File: config.mk
export PLATFORM = sky130hd
export DESIGN_NAME = intr_ctrl_unit
export DESIGN_NICKNAME = d
export VERILOG_FILES = /design/src/rtl/intr_pkg.sv /design/src/rtl/intr_status.sv /design/src/rtl/intr_cfg.sv /design/src/rtl/intr_trigger.sv /design/src/rtl/intr_ctrl_unit.sv
export SDC_FILE = /design/constraint.sdc
export NUM_CORES = 1
export LEC_CHECK = 0
export ABC_AREA = 1
export BUFFER_PORTS_ARGS = -buffer_cell sky130_fd_sc_hd__buf_2
export CAP_MARGIN = 40
export CELL_PAD_IN_SITES_DETAIL_PLACEMENT = 1
export CELL_PAD_IN_SITES_GLOBAL_PLACEMENT = 1
export CORE_UTILIZATION = 28
export DETAILED_ROUTE_END_ITERATION = 8
export MAX_ROUTING_LAYER = met4
export PLACE_DENSITY = 0.85
export SLEW_MARGIN = 20
export SYNTH_ARGS = -nofsm -noshare
export SYNTH_HDL_FRONTEND = slang
export SYNTH_SLANG_ARGS = --single-unit
File: constraint.sdc
create_clock -name clk -period 1.28 [get_ports clk]
set_input_delay 0.064 -clock clk [delete_from_list [all_inputs] [get_ports clk]]
set_output_delay 0.064 -clock clk [all_outputs]
set_load 0.01 [all_outputs]
File: src/rtl/intr_pkg.sv
package intr_pkg;

  localparam int unsigned NUM_SRC    = 4;
  localparam int unsigned GLOBAL_BIT = 31;
  localparam int unsigned MODE_LSB   = 3;

  localparam logic [11:0] OFS_ENABLE = 12'h008;
  localparam logic [11:0] OFS_VECTOR = 12'h00C;
  localparam logic [11:0] OFS_STATUS = 12'h010;
  localparam logic [11:0] OFS_CAPS   = 12'h014;

  typedef enum logic [1:0] {
    TRIG_LVL_HI    = 2'b00,
    TRIG_LVL_LO    = 2'b01,
    TRIG_EDGE_RISE = 2'b10,
    TRIG_EDGE_FALL = 2'b11
  } trig_mode_e;

  typedef struct packed {
    logic               glob;
    trig_mode_e         mode;
    logic [NUM_SRC-1:0] src_en;
  } enable_t;

  // register bit that carries source i (neighbours decode these positions)
  function automatic int unsigned src_bit(int unsigned i);
    case (i)
      0:       return 0;
      1:       return 1;
      2:       return 2;
      default: return 7;
    endcase
  endfunction

endpackage

File: src/rtl/intr_status.sv
module intr_status
  import intr_pkg::*;
#(
  parameter int unsigned N = NUM_SRC
) (
  input  logic         clk,
  input  logic         rst_n,
  input  logic [N-1:0] set_i,
  input  logic [N-1:0] clr_i,
  output logic [N-1:0] pend_o
);

  for (genvar g = 0; g < N; g++) begin : g_bit
    always_ff @(posedge clk) begin
      if (!rst_n)          pend_o[g] <= 1'b0;
      else if (set_i[g])   pend_o[g] <= 1'b1;
      else if (clr_i[g])   pend_o[g] <= 1'b0;
    end
  end

endmodule

File: src/rtl/intr_cfg.sv
module intr_cfg
  import intr_pkg::*;
#(
  parameter int unsigned ADDR_W   = 12,
  parameter int unsigned VEC_W    = 8,
  parameter trig_mode_e  RST_MODE = TRIG_LVL_LO
) (
  input  logic               clk,
  input  logic               rst_n,
  input  logic               wr_en,
  input  logic [ADDR_W-1:0]  addr,
  input  logic [31:0]        wdata,
  output enable_t            cfg_o,
  output logic [VEC_W-1:0]   vec_o,
  output logic [NUM_SRC-1:0] clr_o
);

  localparam logic [ADDR_W-1:0] A_EN  = ADDR_W'(OFS_ENABLE);
  localparam logic [ADDR_W-1:0] A_VEC = ADDR_W'(OFS_VECTOR);
  localparam logic [ADDR_W-1:0] A_ST  = ADDR_W'(OFS_STATUS);

  logic               wr_en_reg, wr_vec_reg, wr_st_reg;
  logic [NUM_SRC-1:0] src_field;
  logic               unused_wdata;

  assign wr_en_reg  = wr_en && (addr == A_EN);
  assign wr_vec_reg = wr_en && (addr == A_VEC);
  assign wr_st_reg  = wr_en && (addr == A_ST);

  always_comb begin
    for (int i = 0; i < NUM_SRC; i++) src_field[i] = wdata[src_bit(i)];
  end

  assign clr_o = wr_st_reg ? src_field : '0;
  assign unused_wdata = ^{wdata[30:8], wdata[6:5]};

  always_ff @(posedge clk) begin
    if (!rst_n) begin
      cfg_o.glob   <= 1'b0;
      cfg_o.mode   <= RST_MODE;
      cfg_o.src_en <= '0;
    end else if (wr_en_reg) begin
      cfg_o.glob   <= wdata[GLOBAL_BIT];
      cfg_o.mode   <= trig_mode_e'(wdata[MODE_LSB +: 2]);
      cfg_o.src_en <= src_field;
    end
  end

  always_ff @(posedge clk) begin
    if (!rst_n)          vec_o <= '0;
    else if (wr_vec_reg) vec_o <= wdata[VEC_W-1:0];
  end

endmodule

File: src/rtl/intr_trigger.sv
module intr_trigger
  import intr_pkg::*;
#(
  parameter trig_mode_e RST_MODE = TRIG_LVL_LO
) (
  input  logic               clk,
  input  logic               rst_n,
  input  enable_t            cfg_i,
  input  logic [NUM_SRC-1:0] pend_i,
  output logic               irq_o
);

  logic [NUM_SRC-1:0] act, act_prev, fresh;
  logic               assert_now;
  logic               is_edge, is_low;

  assign act        = cfg_i.glob ? (pend_i & cfg_i.src_en) : '0;
  assign fresh      = act & ~act_prev;
  assign is_edge    = cfg_i.mode[1];
  assign is_low     = cfg_i.mode[0];
  assign assert_now = is_edge ? (|fresh) : (|act);

  always_ff @(posedge clk) begin
    if (!rst_n) begin
      act_prev <= '0;
      irq_o    <= RST_MODE[0];
    end else begin
      act_prev <= act;
      irq_o    <= is_low ? ~assert_now : assert_now;
    end
  end

endmodule

File: src/rtl/intr_ctrl_unit.sv
module intr_ctrl_unit
  import intr_pkg::*;
#(
  parameter int unsigned ADDR_W       = 12,
  parameter int unsigned VEC_W        = 8,
  parameter bit          STATIC_BURST = 1'b1
) (
  input  logic              clk,
  input  logic              rst_n,
  input  logic              ev_data_avail,
  input  logic              ev_sts_valid,
  input  logic              ev_loc_change,
  input  logic              ev_cmd_ready,
  input  logic              reg_wr_en,
  input  logic [ADDR_W-1:0] reg_addr,
  input  logic [31:0]       reg_wdata,
  output logic [31:0]       reg_rdata,
  output logic              irq
);

  localparam trig_mode_e RST_MODE = TRIG_LVL_LO;
  localparam logic [31:0] MODE_CAPS = 32'h0000_0078;
  localparam logic [31:0] BURST_CAP = {23'd0, STATIC_BURST, 8'd0};

  enable_t            cfg;
  logic [VEC_W-1:0]   vec;
  logic [NUM_SRC-1:0] ev_vec, clr_vec, pend;
  logic [31:0]        src_mask_word, en_word, st_word, cap_word;

  assign ev_vec = {ev_cmd_ready, ev_loc_change, ev_sts_valid, ev_data_avail};

  intr_cfg #(.ADDR_W(ADDR_W), .VEC_W(VEC_W), .RST_MODE(RST_MODE)) u_cfg (
    .clk(clk), .rst_n(rst_n), .wr_en(reg_wr_en), .addr(reg_addr),
    .wdata(reg_wdata), .cfg_o(cfg), .vec_o(vec), .clr_o(clr_vec)
  );

  intr_status #(.N(NUM_SRC)) u_status (
    .clk(clk), .rst_n(rst_n), .set_i(ev_vec), .clr_i(clr_vec), .pend_o(pend)
  );

  intr_trigger #(.RST_MODE(RST_MODE)) u_trig (
    .clk(clk), .rst_n(rst_n), .cfg_i(cfg), .pend_i(pend), .irq_o(irq)
  );

  always_comb begin
    src_mask_word = '0;
    en_word       = '0;
    st_word       = '0;
    for (int i = 0; i < NUM_SRC; i++) begin
      src_mask_word[src_bit(i)] = 1'b1;
      en_word[src_bit(i)]       = cfg.src_en[i];
      st_word[src_bit(i)]       = pend[i];
    end
    en_word[GLOBAL_BIT]       = cfg.glob;
    en_word[MODE_LSB +: 2]    = cfg.mode;
  end

  assign cap_word = src_mask_word | MODE_CAPS | BURST_CAP;

  always_comb begin
    if (reg_addr == ADDR_W'(OFS_ENABLE))      reg_rdata = en_word;
    else if (reg_addr == ADDR_W'(OFS_VECTOR)) reg_rdata = 32'(vec);
    else if (reg_addr == ADDR_W'(OFS_STATUS)) reg_rdata = st_word;
    else if (reg_addr == ADDR_W'(OFS_CAPS))   reg_rdata = cap_word;
    else                                      reg_rdata = '0;
  end

endmodule

==> metrics.md, run 1 <==
| Metric | Value |
|---|---|
| TritonCTS buffer count | 3 |
| P_sw | 346 uW |
| Minimum clock period | 1.20 ns |
| Antenna violation net count after detailed routing | 0 |
| Remaining DRCs | 0 |
| Seq/Total Area, Yosys | 32.8% |
| Hold WC Path Type | input pin to flip-flop |
| Total negative slack | 0 ns |
| Ports | 84 |
| Hold path startpoint | ev_data_avail |
| Sequential fraction of design power | 56.0% |
| RD Place Congestion | 0.796 |
| H-tree level count | 1 |
| Mapped Area | 0.00146 sq mm |
| Total number of vias | 1468 |
| CP arrival | 1.14 ns |
| Worst setup EP type | output pin |
| Lkg Pwr | 1.02 nW |
| CTS tree | done |
| Cell Rows | 25 |
| Clock slew at reported path FFs | 0.08 ns |
| Setup Skew | 0.00111 ns |
| Yosys reg bits | 24 |
| Largest net degree at the start of global routing | 17 |
| FF-to-FF path depth | 6 |
| Initial Util | 30.0% |
| Avg WL per Cell | 11.8 um |
| Final Max Tran Viols | 0 |
| Placed Cells | 335 |
| Gate power share | 11.1% |
| Fin crit share | 93.8% |
| Final setup violation count | 0 |
| WS Path Type | input pin to output pin |
| Worst r2r src | u_cfg.cfg_o[5] |
| Antenna violations before repair | 0 |
| Nets@finish | 326 |
| Fill cell count | 681 |
| Number of distinct library cells after synthesis | 25 |
| Status | finished, final reports clean |
| Ys Warns | 0 |
| Switching share of total power | 25.4% |
| Startpoint Class | input pin |
| Maxcap violations | 0 |
| Reg-to-reg slack, setup | 0.23 ns |
| Fmax | 833 MHz |
| Reg-to-reg endpoint | u_trig.irq_o |
| Clock power share | 32.9% |
| Final Hold Viols | 0 |
| Pre-antenna DRT Iters | 4 |
| WL final | 4020 um |
| Clk sinks | 24 |
| Crit path to | reg_rdata[2] |
| CORE AREA | 0.00488 sq mm |
| Critical Path Start | reg_addr[7] |
| Die ar. | 0.00552 sq mm |
| Layout cells sized above 1 | 26.0% |
| Int Power | 1.01 mW |
| Hold buffers post-CTS | 0 |
| Clock root buffer master | clkbuf_8 |
| DR vias/cell | 4.32 |
| PD cells | 767 mW/mm^2 |
| Total grt overflow | 0 |
| Global Route Usage Sum | 15.9% |
| Max VDD drop | 516 uV |
| Non-Filler Instances | 340 |
| Vias in the first global route | 1386 |
| 1st-iter DRT viols | 47 |
| CTS max path bufs | 2 |
| Layout area overhead | 21.2% |
| PortBufs | 38 |
| First-pass GRT wire length | 6260 um |
| Die width | 74.3 um |
| N_diodes | 0 |
| Clock latency on the worst-skew pair | 0.27 ns |
| Syn avg cell area | 6.39 sq um |
| Chip Height | 74.3 um |
| CP max FO | 4 |
| Post-detail-place hpwl | 3170 um |
| Critical path data required time | 1.22 ns |
| Mapped Cells | 229 |
## cells in the mapped netlist
| cell | n | area share, % |
|---|---|---|
| clkinv_2 | 1 | 0.34 |
| nor2_1 | 46 | 12 |
| o211ai_1 | 3 | 1.5 |
| buf_2 | 1 | 0.34 |
| nand2_2 | 3 | 1.3 |
| buf_6 | 2 | 1.5 |
| buf_4 | 22 | 11 |
| nand4_1 | 7 | 3.0 |
| conb_1 | 1 | 0.26 |
| nand3_2 | 1 | 0.68 |
| and2_1 | 1 | 0.43 |
| clkbuf_1 | 1 | 0.26 |
| o21ai_0 | 5 | 1.7 |
| nand3_1 | 8 | 2.7 |
| dfxtp_1 | 24 | 33 |
| a21oi_1 | 7 | 2.4 |
| nor2_4 | 1 | 0.77 |
| nand2_4 | 2 | 1.5 |
| nor3_2 | 1 | 0.68 |
| nor2_2 | 3 | 1.3 |
| nor3_1 | 1 | 0.34 |
| nor4_1 | 2 | 0.86 |
| inv_1 | 29 | 7.4 |
| inv_2 | 2 | 0.51 |
| nand2_1 | 55 | 14 |
## kinds of logic (layout without fill, tap and decap cells)
family,after synthesis,in the layout,synth area share [%]
AOI/OAI and AO/OA,15,15,5.65
buffers and inverters,58,81,21.7
DFF,24,24,32.8
other,1,22,0.256
and+or+nand+nor,131,131,39.5
## per-layer routing
metal / wire [um] / track usage [%] / up-vias
met3: 223 / 2.85 / 4
met1: 1740 / 17.8 / 677
met2: 2000 / 28.0 / 42
met5: 0 / - / -
met4: 57 / 6.29 / 0
li1: - / - / 745
## worst max-delay path: stages
cell and delay (ns):
buf_2 0.10, nor2_2 0.11, nand2_1 0.09, nor2_4 0.20, buf_4 0.15, o211ai_1 0.07, o21ai_0 0.09, nand2_1 0.10
buf_2 0.15
## worst min-delay path by stage
stage                          to  cells after the start
6_report       u_status.pend_o[0]                      3
3_3_place_gp       u_cfg.vec_o[5]                      3
5_1_grt        u_status.pend_o[1]                      3
3_5_place_dp       u_cfg.vec_o[5]                      3
2_1_floorplan  u_status.pend_o[0]                      2
4_1_cts        u_status.pend_o[0]                      3
## cells in the final DEF (no fill, tap or decap), drive strengths merged
master  count
nor3        2
o211ai      3
buf        46
o21ai       5
nor4        2
nand4       7
clkinv      1
conb       22
nor2       50
and2        1
dfxtp      24
nand3       9
a21oi       7
nand2      60
clkbuf      3
inv        31
## layout make-up
type                            instances  area, sq um  area share, %
Inverter                               32          124           6.99
Sequential cell                        24          480           27.1
Clock buffer                            3         41.3           2.33
Multi-Input combinational cell        168          790           44.5
Tap cell                               67         83.8           4.73
Timing Repair Buffer                   46          254           14.3
## repair_timing
action / CTS / global route
gates resized for setup: 0 / 15
setup endpoints to repair: 0 / 6
buffers inserted: 0 / 2
## flip-flops by register name (all words and copies together) (netlist names)
name,cells
u_cfg.cfg_o,7
u_trig.irq_o,1
u_cfg.vec_o,8
u_trig.act_prev,4
u_status.pend_o,4
## stage by stage
stage          area (sq um)  hold WS [ns]  power [mW]  util [%]  setup WS, ns
2_1_floorplan          1540         0.198       0.900         -         0.180
3_3_place_gp           1660         0.293       0.920      34.1        0.0319
3_5_place_dp           1660         0.307       0.924      34.1        0.0122
4_1_cts                1710        0.0217        1.37      34.9        0.0231
5_1_grt                1770        0.0317        1.43      36.3       -0.0106
6_report               1770        0.0240        1.36      36.3        0.0798
## power groups by stage
stage	logic [mW]	clock network [mW]	registers, mW
final	0.150	0.448	0.762
after global routing	0.168	0.495	0.763
after CTS	0.144	0.467	0.762
after detailed placement	0.144	0	0.780
after global placement	0.140	0	0.780
after floorplan	0.122	0	0.778
(Power assumes the default switching activity.)
==> run 2, diff against run 1 <==
- CORE_UTILIZATION: 28 -> 31
- PLACE_DENSITY: 0.85 -> 0.87
- SYNTH_HIERARCHICAL: default -> 1
- clock period: 1.28 -> 1.38 ns (I/O delays scaled with it)
==> run 2 against run 1 <==
Wire length increased by 11%; critical path depth decreased by 2; area after synthesis increased by 19%; final area increased by 10%; worst setup slack improved by 0.067 ns; clock skew increased by 0.0029 ns; via count increased by 15%; combinational power increased by 23%; synthesized cell count increased by 18%; first-iteration DRC count increased by 8.5%; power decreased by 3.8%; critical path type is now flip-flop to flip-flop.
==> metrics.md, run 2 <==
| Metric | Value |
|---|---|
| Status | finished, final reports clean |
| Ports | 84 |
| Final WS setup | 0.147 ns |
| Commonest cells after routing, fill and taps aside | nand2_1 (52), nand3_1 (39), buf_2 (38), inv_1 (37), nor2_1 (37) |
| Mapped Area | 0.00174 sq mm |
| Largest cells by area after synthesis | dfxtp_1 (28%), nand3_1 (11%), nand2_1 (11%), buf_4 (11%), inv_1 (8.0%) |
| Synth top area share | 27.5% |
| Top Family by Delay on Critical Path | flip-flops |
| Die ar. | 0.00593 sq mm |
| WL final | 4460 um |
| Synth Area in XOR/XNOR | 0% |
| CTS tree | done |
| Adder-Cell Fraction of Synth Area | 0% |
| Most common cell after layout, fill and taps aside | nand2_1 |
| Simple-Gate Fraction of Synth Area | 44.2% |
| Nets@finish | 359 |
| Syn avg cell area | 6.44 sq um |
| Top flop regs | u_cfg/vec_o (8), u_cfg/cfg_o (7) |
| Lkg Pwr | 1.08 nW |
| Fill cell count | 759 |
| Fin crit share | 89.4% |
| Largest family of logic cells by synthesized area | simple AND/OR/NAND/NOR gates |
| RSZ-0062 raised after global routing | no |
| Avg WL per Cell | 11.9 um |
| Initial Util | 33.1% |
| Area of the multi-input gates | 966 sq um |
| Pre-CTS WS | 0.160 ns |
| Area leader, netlist | dfxtp_1 |
| Total number of vias | 1693 |
| Final Cell Area | 0.00195 sq mm |
| Cell Chain, Critical Path | nand2_1 -> nor2_1 -> nand2_1 -> nand2_1 -> nor2_1 -> nand3_1 -> nand3_1 |
| Remaining DRCs | 0 |
| PD cells | 670 mW/mm^2 |
| Layout cells sized above 1 | 22.9% |
| RD Place Congestion | 0.801 |
| Setup Skew | 0.00405 ns |
| Final Max Tran Viols | 0 |
| Non-Filler Instances | 376 |
| Mux cell area share after synthesis | 0% |
| Seq/Total Area, Yosys | 27.5% |
| TritonCTS buffer count | 3 |
| Antenna violations before repair | 0 |
| Final Hold Viols | 0 |
| Vias in the first global route | 1697 |
| N_diodes | 0 |
| Max VDD drop | 298 uV |
| Number of flip-flops in the largest register | 8 |
| Stages on worst setup path | 7 |
| Clock slew at reported path FFs | 0.08 ns |
| Final setup violation count | 0 |
| Die width | 77.0 um |
| Global Route Usage Sum | 16.6% |
| Placed cell areas | 0.00191 sq mm |
| Cell with the most instances on the worst path | nand2_1 |
| DR vias/cell | 4.50 |
| Number of synthesized flops with an enable pin | 0 |
| Mapped Cells | 271 |
| CP bufs+invs | 0 |
| Reg area | 480 sq um |
| FF-to-FF path depth | 7 |
| Biggest cell delay along the critical path | 0.56 ns |
| Number of distinct library cells after synthesis | 21 |
| Compound-Gate Fraction of Synth Area | 6.46% |
| CP max FO | 10 |
| Startpoint Class | flip-flop |
| CP arrival | 1.38 ns |
| Async SR Flop Fraction | 0% |
| Total negative slack | 0 ns |
| CTS resizes | 0 |
| WS Path Type | flip-flop to flip-flop |
| Fmax | 811 MHz |
| CTS max path bufs | 2 |
| Pre-antenna DRT Iters | 4 |
| Clk sinks | 24 |
| Maxcap violations | 0 |
| 1st-iter DRT viols | 51 |
| Hold WC Path Type | input pin to flip-flop |
| Antenna violation net count after detailed routing | 0 |
| Placed Cells | 373 |
| Minimum clock period | 1.23 ns |
| H-tree level count | 1 |
| Top-count cell post-synth | nand2_1 |
| Ys Warns | 6 |
| Post-synth top cells | nand2_1 (52), nand3_1 (39), inv_1 (37), nor2_1 (37), buf_4 (25) |
| Hold Path Cell Cnt | 3 |
| Critical path's slowest cell | dfxtp_1 |
| Largest net degree at the start of global routing | 31 |
| Post-CTS Setup Repair Bufs | 0 |
| Chip Height | 77.0 um |
| Total grt overflow | 0 |
| First-pass GRT wire length | 7600 um |
| Critical path data required time | 1.53 ns |
| Post-detail-place hpwl | 3600 um |
| Clock latency on the worst-skew pair | 0.27 ns |
| Hold buffers post-CTS | 0 |
| Layout area overhead | 11.8% |
| Worst setup EP type | flip-flop |
| Synth Flop Type | dfxtp_1 |
| CORE AREA | 0.00527 sq mm |
| PortBufs | 38 |
| Clock root buffer master | clkbuf_8 |
| Biggest register | u_cfg/vec_o |
| Cell Rows | 26 |
| Yosys reg bits | 24 |
## run 2: changes by cell type after synthesis, moves of 5 or more
cell | previous run | this run
nand3_1 | 8 | 39
a21oi_1 | 7 | 18
nor2_1 | 46 | 37
inv_1 | 29 | 37
nand4_1 | 7 | 2
nor2_4 | 1 | 6
o21ai_0 | 5 | 0
## run 2: cell families after synthesis
logic type | count (synthesis)
AOI/OAI and AO/OA | 21
buffers and inverters | 71
DFF | 24
other | 1
and+or+nand+nor | 154
## run 2: report_power, final
group	switching, mW	internal [mW]
Sequential	0.0116	0.700
Clock	0.217	0.195
Combinational	0.126	0.0577
Total	0.354	0.953
## run 2: routing by layer
| layer | up-vias | wire length [um] | GRT usage [%] |
|---|---|---|---|
| li1 | 869 | - | - |
| met1 | 779 | 2140 | 20.6 |
| met2 | 38 | 2100 | 27.3 |
| met3 | 7 | 143 | 2.14 |
| met4 | 0 | 74 | 6.04 |
| met5 | - | 0 | - |
## run 2: layout make-up
class | count | area share [%]
timing repair buffer | 40 | 11.2
sequential | 24 | 24.6
inverter | 42 | 8.08
clock buffer | 3 | 2.12
tap | 70 | 4.49
multi-input combinational | 197 | 49.5
## run 2: worst register-to-register path: cells and delay by family (launching register included)
family        cells  cell delay [ns]
flops             1             0.56
simple gates      7             0.55
## run 2: stage by stage
step	util [%]	hold WS (ns)	power (mW)
global route	37.0	0.0372	1.37
CTS	37.0	0.0343	1.32
floorplan	-	0.154	0.882
finish	37.0	0.0341	1.31
detailed placement	36.2	0.324	0.913
global placement	36.2	0.315	0.907
## run 2: worst paths after layout
check	startpoint	to	slack [ns]
worst max-delay path	u_cfg/cfg_o[6]	u_trig/irq_o	0.15
worst max register to register	u_cfg/cfg_o[6]	u_trig/irq_o	0.15
worst min-delay path	ev_loc_change	u_status/pend_o[2]	0.03
worst min register to register	u_cfg/vec_o[7]	u_cfg/vec_o[7]	0.49
==> run 3, diff against run 2 <==
- CORE_UTILIZATION: 31 -> 28
- HOLD_SLACK_MARGIN: default -> 0.03
- PLACE_DENSITY: 0.87 -> 0.85
- SYNTH_HIERARCHICAL: 1 -> default
==> run 3 against run 2 <==
Clock-buffer cell count unchanged; hold slack worse by 0.0012 ns; first-iteration DRC count is 39% lower; wire length down 16%.
==> metrics.md, run 3 (same netlist as run 1, synthesis figures left out) <==
| Metric | Value |
|---|---|
| Initial Util | 30.0% |
| Clock slew at reported path FFs | 0.08 ns |
| Final Hold Viols | 0 |
| Max VDD drop | 474 uV |
| Ports | 84 |
| Critical path data required time | 1.31 ns |
| Antenna violations before repair | 0 |
| Remaining DRCs | 0 |
| Cell Chain, Critical Path | buf_2 -> nor2_2 -> nand2_2 -> nor2_1 -> buf_4 -> nand3_2 -> nand2_1 -> o21ai_0 -> nand2_1 -> buf_2 |
| First-pass GRT wire length | 5950 um |
| Status | finished, final reports clean |
| GRT Max-Usage Layer | met2 |
| Biggest cell delay along the critical path | 0.16 ns |
| Number of flip-flops in the largest register | 8 |
| Die ar. | 0.00552 sq mm |
| Global Route Usage Sum | 14.9% |
| CTS tree | done |
| RSZ-0062 raised after global routing | yes |
| Final Cell Area | 0.00171 sq mm |
| Chip Height | 74.3 um |
| Layout area overhead | 17.0% |
| Placed cell areas | 0.00164 sq mm |
| Met3 global-route usage | 2.98% |
| Startpoint Class | input pin |
| Final setup violation count | 0 |
| CTS max path bufs | 2 |
| Cell Rows | 25 |
| Clk sinks | 24 |
| Lkg Pwr | 0.971 nW |
| Hold WC Path Type | input pin to flip-flop |
| Die width | 74.3 um |
| PortBufs | 38 |
| Minimum clock period | 1.27 ns |
| Pre-antenna DRT Iters | 4 |
| 1st-iter DRT viols | 31 |
| Clock latency on the worst-skew pair | 0.26 ns |
| Antenna violation net count after detailed routing | 0 |
| WL final | 3740 um |
| DR vias/cell | 4.32 |
| Reg-to-reg slack, setup | 0.30 ns |
| Fin crit share | 91.8% |
| Reg area | 480 sq um |
| Top flop regs | u_cfg.vec_o (8), u_cfg.cfg_o (7) |
| GR Util met2 | 27.5% |
| CP arrival | 1.20 ns |
| Most common cell after layout, fill and taps aside | nand2_1 |
| H-tree level count | 1 |
| CP bufs+invs | 3 |
| Worst setup EP type | output pin |
| Total grt overflow | 0 |
| Tot Pwr | 1.25 mW |
| Final Max Tran Viols | 0 |
| CP max FO | 7 |
| Global Route met1 Usage | 16.1% |
| Layout cells sized above 1 | 22.2% |
| CORE AREA | 0.00488 sq mm |
| N_diodes | 0 |
| Top Family by Delay on Critical Path | simple AND/OR/NAND/NOR gates |
| Critical path's slowest cell | buf_4 |
| Nets@finish | 323 |
| Avg WL per Cell | 11.1 um |
| Biggest register | u_cfg.vec_o |
| RD Place Congestion | 0.793 |
| Area of the multi-input gates | 752 sq um |
| PD cells | 729 mW/mm^2 |
| Clock root buffer master | clkbuf_8 |
| Post-detail-place hpwl | 3070 um |
| TritonCTS buffer count | 3 |
| Total number of vias | 1456 |
| Maxcap violations | 0 |
| Post-CTS Setup Repair Bufs | 0 |
| Setup Skew | 0.00491 ns |
| Fill cell count | 697 |
| Fmax | 789 MHz |
| Largest net degree at the start of global routing | 17 |
| WS Path Type | input pin to output pin |
| Commonest cells after routing, fill and taps aside | nand2_1 (55), nor2_1 (46), buf_2 (38), inv_1 (29), dfxtp_1 (24) |
| Vias in the first global route | 1417 |
-- run 3: cell types whose count changed in the layout (fill, tap and decap cells not counted), moves of 3 or more --
cell,delta
o21ai_0,+5
nor2_1,+9
nor2_4,-5
nand2_1,+3
inv_2,-3
inv_1,-8
nor2_2,-3
a21oi_1,-12
nand3_1,-31
nand4_1,+5
-- run 3: area by class of cell --
type,instances,area share (%)
inverters,32,7.09
flip-flops and latches,24,28.1
multi-input cells,168,43.9
repair buffers,43,13.6
well taps,67,4.90
clock buffers,3,2.41
-- run 3: worst min-delay path, stage by stage --
cell,delay (ns)
buf_2,0.08
nor2_1,0.03
nor2_1,0.08
-- run 3: worst paths after layout --
path / start / endpoint / cells after the start
max: reg_addr[11] / reg_rdata[2] / 10
max reg2reg: u_cfg.cfg_o[6] / u_trig.irq_o / 5
min reg2reg: u_status.pend_o[1] / u_status.pend_o[1] / 2
min: reg_wdata[31] / u_cfg.cfg_o[6] / 3
-- run 3: power breakdown --
group          total (mW)  internal, mW  switching (mW)
Clock               0.404         0.195           0.209
Sequential          0.707         0.700         0.00631
Combinational       0.137        0.0470          0.0903
-- run 3: metrics by stage --
step	hold slack [ns]	setup WS, ns	std cells	setup TNS [ns]	util, %
2_1_floorplan	0.203	0.270	250	0	-
3_3_place_gp	0.297	0.0968	332	0	33.6
3_5_place_dp	0.306	0.0389	332	0	33.6
4_1_cts	0.0379	0.0490	337	0	34.9
5_1_grt	0.0428	-0.00105	337	-0.00105	35.1
6_report	0.0329	0.113	337	0	35.1
-- run 3: metal layers --
layer	vias up	share of wire (%)
met4	0	1.2
met1	680	44
met3	4	4.1
li1	739	-
met5	-	0
met2	33	51
-- run 3: timing repair --
item                                   in CTS  in global routing
endpoints found under the hold margin       2                  0
hold buffers                                2                  0
gates resized for setup                     0                  2
setup endpoints to repair                   0                  4
